[config.mk]
export PLATFORM = sky130hd
export DESIGN_NAME = scan_fsm
export DESIGN_NICKNAME = d
export VERILOG_FILES = /design/src/rtl/scan_fsm_pkg.sv /design/src/rtl/scan_fsm_logic.sv /design/src/rtl/scan_chain_reg.sv /design/src/rtl/scan_fsm.sv
export SDC_FILE = /design/constraint.sdc
export NUM_CORES = 1
export LEC_CHECK = 0
export CAP_MARGIN = 20
export CORE_AREA = 8 8 45 47
export DETAILED_ROUTE_END_ITERATION = 16
export DIE_AREA = 0 0 53 55
export DONT_BUFFER_PORTS = 1
export HOLD_SLACK_MARGIN = 0.06
export SLEW_MARGIN = 20
export SYNTH_ARGS = -nofsm -noshare
export SYNTH_HDL_FRONTEND = slang
export SYNTH_SLANG_ARGS = --single-unit
[constraint.sdc]
create_clock -name clk -period 2 [get_ports clk]
set_clock_uncertainty 0.2 [all_clocks]
set_input_delay 0.4 -clock clk [delete_from_list [all_inputs] [get_ports clk]]
set_output_delay 0.4 -clock clk [all_outputs]
set_load 0.01 [all_outputs]
[src/rtl/scan_fsm_pkg.sv]
package scan_fsm_pkg;

  localparam int STATE_W = 2;
  localparam int SYM_W   = 2;

  typedef enum logic [STATE_W-1:0] {
    ST_LOST  = 2'b00,
    ST_ONE   = 2'b01,
    ST_TWO   = 2'b10,
    ST_THREE = 2'b11
  } state_t;

  typedef enum logic [SYM_W-1:0] {
    IN_A = 2'b00,
    IN_B = 2'b01,
    IN_C = 2'b10,
    IN_E = 2'b11
  } in_sym_t;

  typedef enum logic [SYM_W-1:0] {
    OUT_NONE = 2'b00,
    OUT_C    = 2'b01,
    OUT_D    = 2'b10,
    OUT_F    = 2'b11
  } out_sym_t;

  typedef struct packed {
    state_t   nxt;
    out_sym_t emit;
  } step_t;

  function automatic step_t mk(state_t n, out_sym_t o);
    step_t r;
    r.nxt  = n;
    r.emit = o;
    return r;
  endfunction

  // Transition and output table of the controller
  function automatic step_t fsm_step(state_t s, in_sym_t x);
    step_t r;
    r = mk(ST_ONE, OUT_NONE);
    unique case (s)
      ST_ONE: begin
        unique case (x)
          IN_A: r = mk(ST_TWO, OUT_D);
          IN_B: r = mk(ST_ONE, OUT_NONE);
          IN_C: r = mk(ST_THREE, OUT_C);
          IN_E: r = mk(ST_ONE, OUT_D);
          default: r = mk(ST_ONE, OUT_NONE);
        endcase
      end
      ST_TWO: begin
        unique case (x)
          IN_A: r = mk(ST_THREE, OUT_F);
          IN_B: r = mk(ST_ONE, OUT_C);
          IN_C: r = mk(ST_TWO, OUT_NONE);
          IN_E: r = mk(ST_TWO, OUT_D);
          default: r = mk(ST_ONE, OUT_NONE);
        endcase
      end
      ST_THREE: begin
        unique case (x)
          IN_A: r = mk(ST_THREE, OUT_NONE);
          IN_B: r = mk(ST_TWO, OUT_D);
          IN_C: r = mk(ST_ONE, OUT_F);
          IN_E: r = mk(ST_ONE, OUT_C);
          default: r = mk(ST_ONE, OUT_NONE);
        endcase
      end
      default: r = mk(ST_ONE, OUT_NONE);
    endcase
    return r;
  endfunction

endpackage

[src/rtl/scan_fsm_logic.sv]
module scan_fsm_logic
  import scan_fsm_pkg::*;
(
  input  logic [STATE_W-1:0] cur_state,
  input  logic [SYM_W-1:0]   sym,
  output logic [STATE_W-1:0] nxt_state,
  output logic [SYM_W-1:0]   emit_sym
);
  step_t st;

  always_comb begin
    st        = fsm_step(state_t'(cur_state), in_sym_t'(sym));
    nxt_state = st.nxt;
    emit_sym  = st.emit;
  end
endmodule

[src/rtl/scan_chain_reg.sv]
module scan_chain_reg #(
  parameter int WIDTH  = 2,
  parameter int CHAINS = 1,
  parameter logic [WIDTH-1:0] RESET_VAL = '0
) (
  input  logic              clk,
  input  logic              rst,
  input  logic              shift_en,
  input  logic [CHAINS-1:0] chain_in,
  input  logic [WIDTH-1:0]  load_val,
  output logic [CHAINS-1:0] chain_out,
  output logic [WIDTH-1:0]  q
);
  localparam int LEN = WIDTH / CHAINS;

  for (genvar k = 0; k < CHAINS; k++) begin : g_chain
    logic [LEN-1:0] seg;

    if (LEN == 1) begin : g_single
      always_ff @(posedge clk) begin
        if (rst)           seg <= RESET_VAL[k*LEN +: LEN];
        else if (shift_en) seg <= chain_in[k];
        else               seg <= load_val[k*LEN +: LEN];
      end
    end else begin : g_multi
      always_ff @(posedge clk) begin
        if (rst)           seg <= RESET_VAL[k*LEN +: LEN];
        else if (shift_en) seg <= {seg[LEN-2:0], chain_in[k]};
        else               seg <= load_val[k*LEN +: LEN];
      end
    end

    assign q[k*LEN +: LEN] = seg;
    assign chain_out[k]    = seg[LEN-1];
  end
endmodule

[src/rtl/scan_fsm.sv]
module scan_fsm
  import scan_fsm_pkg::*;
#(
  parameter int NUM_CHAINS = 1
) (
  input  logic                  clk,
  input  logic                  rst,
  input  logic                  scan_en,
  input  logic [NUM_CHAINS-1:0] scan_in,
  output logic [NUM_CHAINS-1:0] scan_out,
  input  logic [SYM_W-1:0]      sym_in,
  output logic [SYM_W-1:0]      sym_out,
  output logic [STATE_W-1:0]    state_view
);
  localparam int CHAIN_LEN = STATE_W / NUM_CHAINS;

  logic [STATE_W-1:0] cur_state;
  logic [STATE_W-1:0] nxt_state;
  logic [SYM_W-1:0]   step_emit;
  logic               shifting;

  assign shifting = scan_en;

  scan_fsm_logic u_logic (
    .cur_state (cur_state),
    .sym       (sym_in),
    .nxt_state (nxt_state),
    .emit_sym  (step_emit)
  );

  scan_chain_reg #(
    .WIDTH     (STATE_W),
    .CHAINS    (NUM_CHAINS),
    .RESET_VAL (ST_ONE)
  ) u_state (
    .clk       (clk),
    .rst       (rst),
    .shift_en  (shifting),
    .chain_in  (scan_in),
    .load_val  (nxt_state),
    .chain_out (scan_out),
    .q         (cur_state)
  );

  assign sym_out    = shifting ? OUT_NONE : step_emit;
  assign state_view = cur_state;
endmodule

==> flow_summary_export.csv, run 1 <==
group,metric,value,unit
power,p_per_area,639.9,mW/mm2
setup_path,cp_data_arrival_time,1.31,ns
clock_tree,cts_max_level,1,
floorplanning,die_w,53,um
route,ant_nets,0,
setup_path,startpoint_type,"primary input",
finish,final_util,21.61,%
sta,period_share,95.39,%
sta,fmax,524.2,MHz
clock_tree,cts.sinks,2,
global_routing,gr-usage-all-layers,5.131,%
clock_tree,cts_setup_buffers,0,
sta,rsz0062_at_grt,"false",
setup_path,crit_slowest_cell,"or3_4",
route,drt_iter0_drc,5,
synth,synth_edf_count,0,
setup_path,cp-startpoint,"sym_in[0]",
sta,report.final.setup_viol,0,
synth,synth_flop_cell,"dfxtp_1",
global_routing,grt_pass1_wl,1.069,mm
floorplanning,dieHeight,55,um
route,route.detailed.wl_per_inst,13.20,um
setup_path,endpoint_kind,"output port",
outcome,run_status,"complete, no violations",
floorplanning,io_pins,11,
place,place_inst,46,
route,wirelength,660,um
place,gp_congestion,0.6449,
setup_path,rr_worst_depth,3,
clock_tree,clock_latency,0.22,ns
synth,yosysSeqAreaShare,16.08,%
synth,synth.distinct_cells,18,
setup_path,crit_type,"in -> out",
setup_path,r2r_slack,0.60,ns
hold_path,holdPathStages,2,
power,p_leak,0.1350,nW
global_routing,antenna_found_initial,0,
route,vias,232,
global_routing,grt_overflow_total,0,
finish,n_fill_cell,165,
setup_path,critPathBufInv,1,
sta,setup_tns,0,ns
synth,syn_inst,30,
floorplanning,dieArea,0.002915,mm2
clock_tree,cts.clk_slew.worst_paths,0.03,ns
clock_tree,cts_made_buffers,3,
hold_path,hold_path_end,"u_state.q[0]",
place,dpl.hpwl,531,um
setup_path,r2r-start,"u_state.q[1]",
route,drc,0,
place,io_buffers,0,
floorplanning,initial_core_util,17.99,%
synth,ys_ff_latch,2,
setup_path,cp_data_required_time,1.40,ns
floorplanning,core,0.001384,mm2
route,routed_via_density,4.640,
power,vdd_ir_drop_max,0.00009183,V
clock_tree,tritoncts,"built",
synth,synth_area_leaders,"ha_1, dfxtp_1, a21oi_1, buf_6, inv_1",
setup_path,path_delay_family,"simple AND/OR/NAND/NOR gates",
finish,layout.nets,47,
setup_path,timing.rr.end,"u_state.q[1]",
synth,synth_fp_nets,41,
setup_path,max_stage_delay,0.37,ns
hold_path,hold_class,"in -> reg",
finish,area.growth.synth_to_final,20.10,%
sta,fin_crit,1.908,ns
floorplanning,rows,14,
flow_run,cap_violations,0,
finish,final_common_cell,"ha_1",
synth,post-synth-top-area-cell,"ha_1",
finish,largest_reg_flops,2,
synth,synth_top_area_share,25.13,%
global_routing,grt_start_max_net_pins,9,
route,drt_pass1_iterations,3,
synth,synth_area,249.0,um2
clock_tree,clock-root-buffer,"clkbuf_4",
setup_path,cp_max_fo,4,
clock_tree,clock_path_buffers,2,
finish,antenna_cells,0,
sta,layout_setup_ws,0.09230,ns
hold_path,worst_hold_startpoint,"rst",
finish,mostFrequentLayoutCells,"ha_1, inv_1, nor2_1, a21oi_1, clkbuf_4",
synth,async_flop_share,0,%
synth,avgSynthCellArea,8.300,um2
sta,slew_headroom,71.12,%
finish,fin_cells,50,
sta,tightest_slew,0.4326,ns
sta,final_hold_viol_count,0,
setup_path,path_cells,"inv_1, ha_1, or3_4, a32oi_1, nor2_1",
place,pre_cts_slack,0.08556,ns
sta,maxSlewViolCount,0,
synth,yosysWarningCount,0,
power,power,191.4,uW
finish,layout-drive-gt1-share,20.59,%
global_routing,grt_pass1_vias,256,
==> worst max-delay path by stage <==
stage / slack [ns] / endpoint / cells past startpoint
floorplan: 0.13 / sym_out[0] / 5
global placement: 0.1 / sym_out[0] / 5
detailed placement: 0.09 / sym_out[0] / 5
CTS: 0.06 / sym_out[1] / 4
global route: 0.005 / sym_out[0] / 5
finish: 0.09 / sym_out[0] / 5
==> what timing repair did <==
item,in CTS,in global routing
hold buffers,1,0
endpoints found under the hold margin,1,0
gates resized for setup,0,1
endpoints found under the setup margin,0,1
==> report_power, final <==
group          total, mW  switching, mW  leakage (nW)  internal, mW
registers         0.0556         0.0109        0.0165        0.0447
logic             0.0461         0.0217         0.105        0.0245
clock network     0.0896         0.0233        0.0138        0.0663
total              0.191         0.0559         0.135         0.135
==> Yosys cell counts, types with 2 or more instances <==
master and n:
dfxtp_1 2, nand2_1 2, ha_1 5, inv_1 3, a21oi_1 3, nor2_1 3
==> cell type report <==
type	instances	area (um2)	area share, %
Inverter	3	11.26	3.766
Tap cell	16	20.02	6.695
Sequential cell	2	41.29	13.81
Multi-Input combinational cell	23	178.9	59.83
Timing Repair Buffer	3	25.02	8.368
Clock buffer	3	22.52	7.531
==> metrics by stage <==
step | hold WS (ns) | instance area [um2]
6_report | 0.08276 | 299.0
5_1_grt | 0.07112 | 299.0
4_1_cts | 0.07651 | 297.8
3_5_place_dp | 0.2756 | 265.3
3_3_place_gp | 0.2770 | 265.3
2_1_floorplan | 0.2721 | 249.0
==> kinds of logic (layout without fill, tap and decap cells) <==
logic type / Yosys count / after routing / share of synthesized area (%)
buf+inv: 5 / 9 / 12.06
fa+ha+maj: 5 / 5 / 25.13
flops: 2 / 2 / 16.08
simple gates: 9 / 9 / 20.61
xor+xnor: 1 / 1 / 3.518
mux: 1 / 1 / 4.020
compound gates: 7 / 7 / 18.60
==> layer usage <==
| layer | vias up | routed length, um | GRT usage (%) |
|---|---|---|---|
| met5 | - | 0 | 0 |
| li1 | 111 | - | - |
| met3 | 0 | 106 | 3.209 |
| met4 | 0 | 0 | 5.172 |
| met2 | 10 | 339 | 8.984 |
| met1 | 111 | 214 | 3.636 |
(Power assumes the default switching activity.)
==> inputs of run 2 (changes only) <==
--- a/config.mk
+++ b/config.mk
@@ -15,3 +15,4 @@
 export SYNTH_ARGS = -nofsm -noshare
 export SYNTH_HDL_FRONTEND = slang
 export SYNTH_SLANG_ARGS = --single-unit
+export TNS_END_PERCENT = 20
==> results of run 2 <==
The final DEF is identical to that of run 1; final timing and power are the same.
==> inputs of run 3 (changes only) <==
--- a/config.mk
+++ b/config.mk
@@ -11,7 +11,6 @@
 export DIE_AREA = 0 0 53 55
 export DONT_BUFFER_PORTS = 1
 export HOLD_SLACK_MARGIN = 0.06
-export SLEW_MARGIN = 20
 export SYNTH_ARGS = -nofsm -noshare
 export SYNTH_HDL_FRONTEND = slang
 export SYNTH_SLANG_ARGS = --single-unit
==> results of run 3 <==
The final DEF is identical to that of run 1; final timing and power are the same.
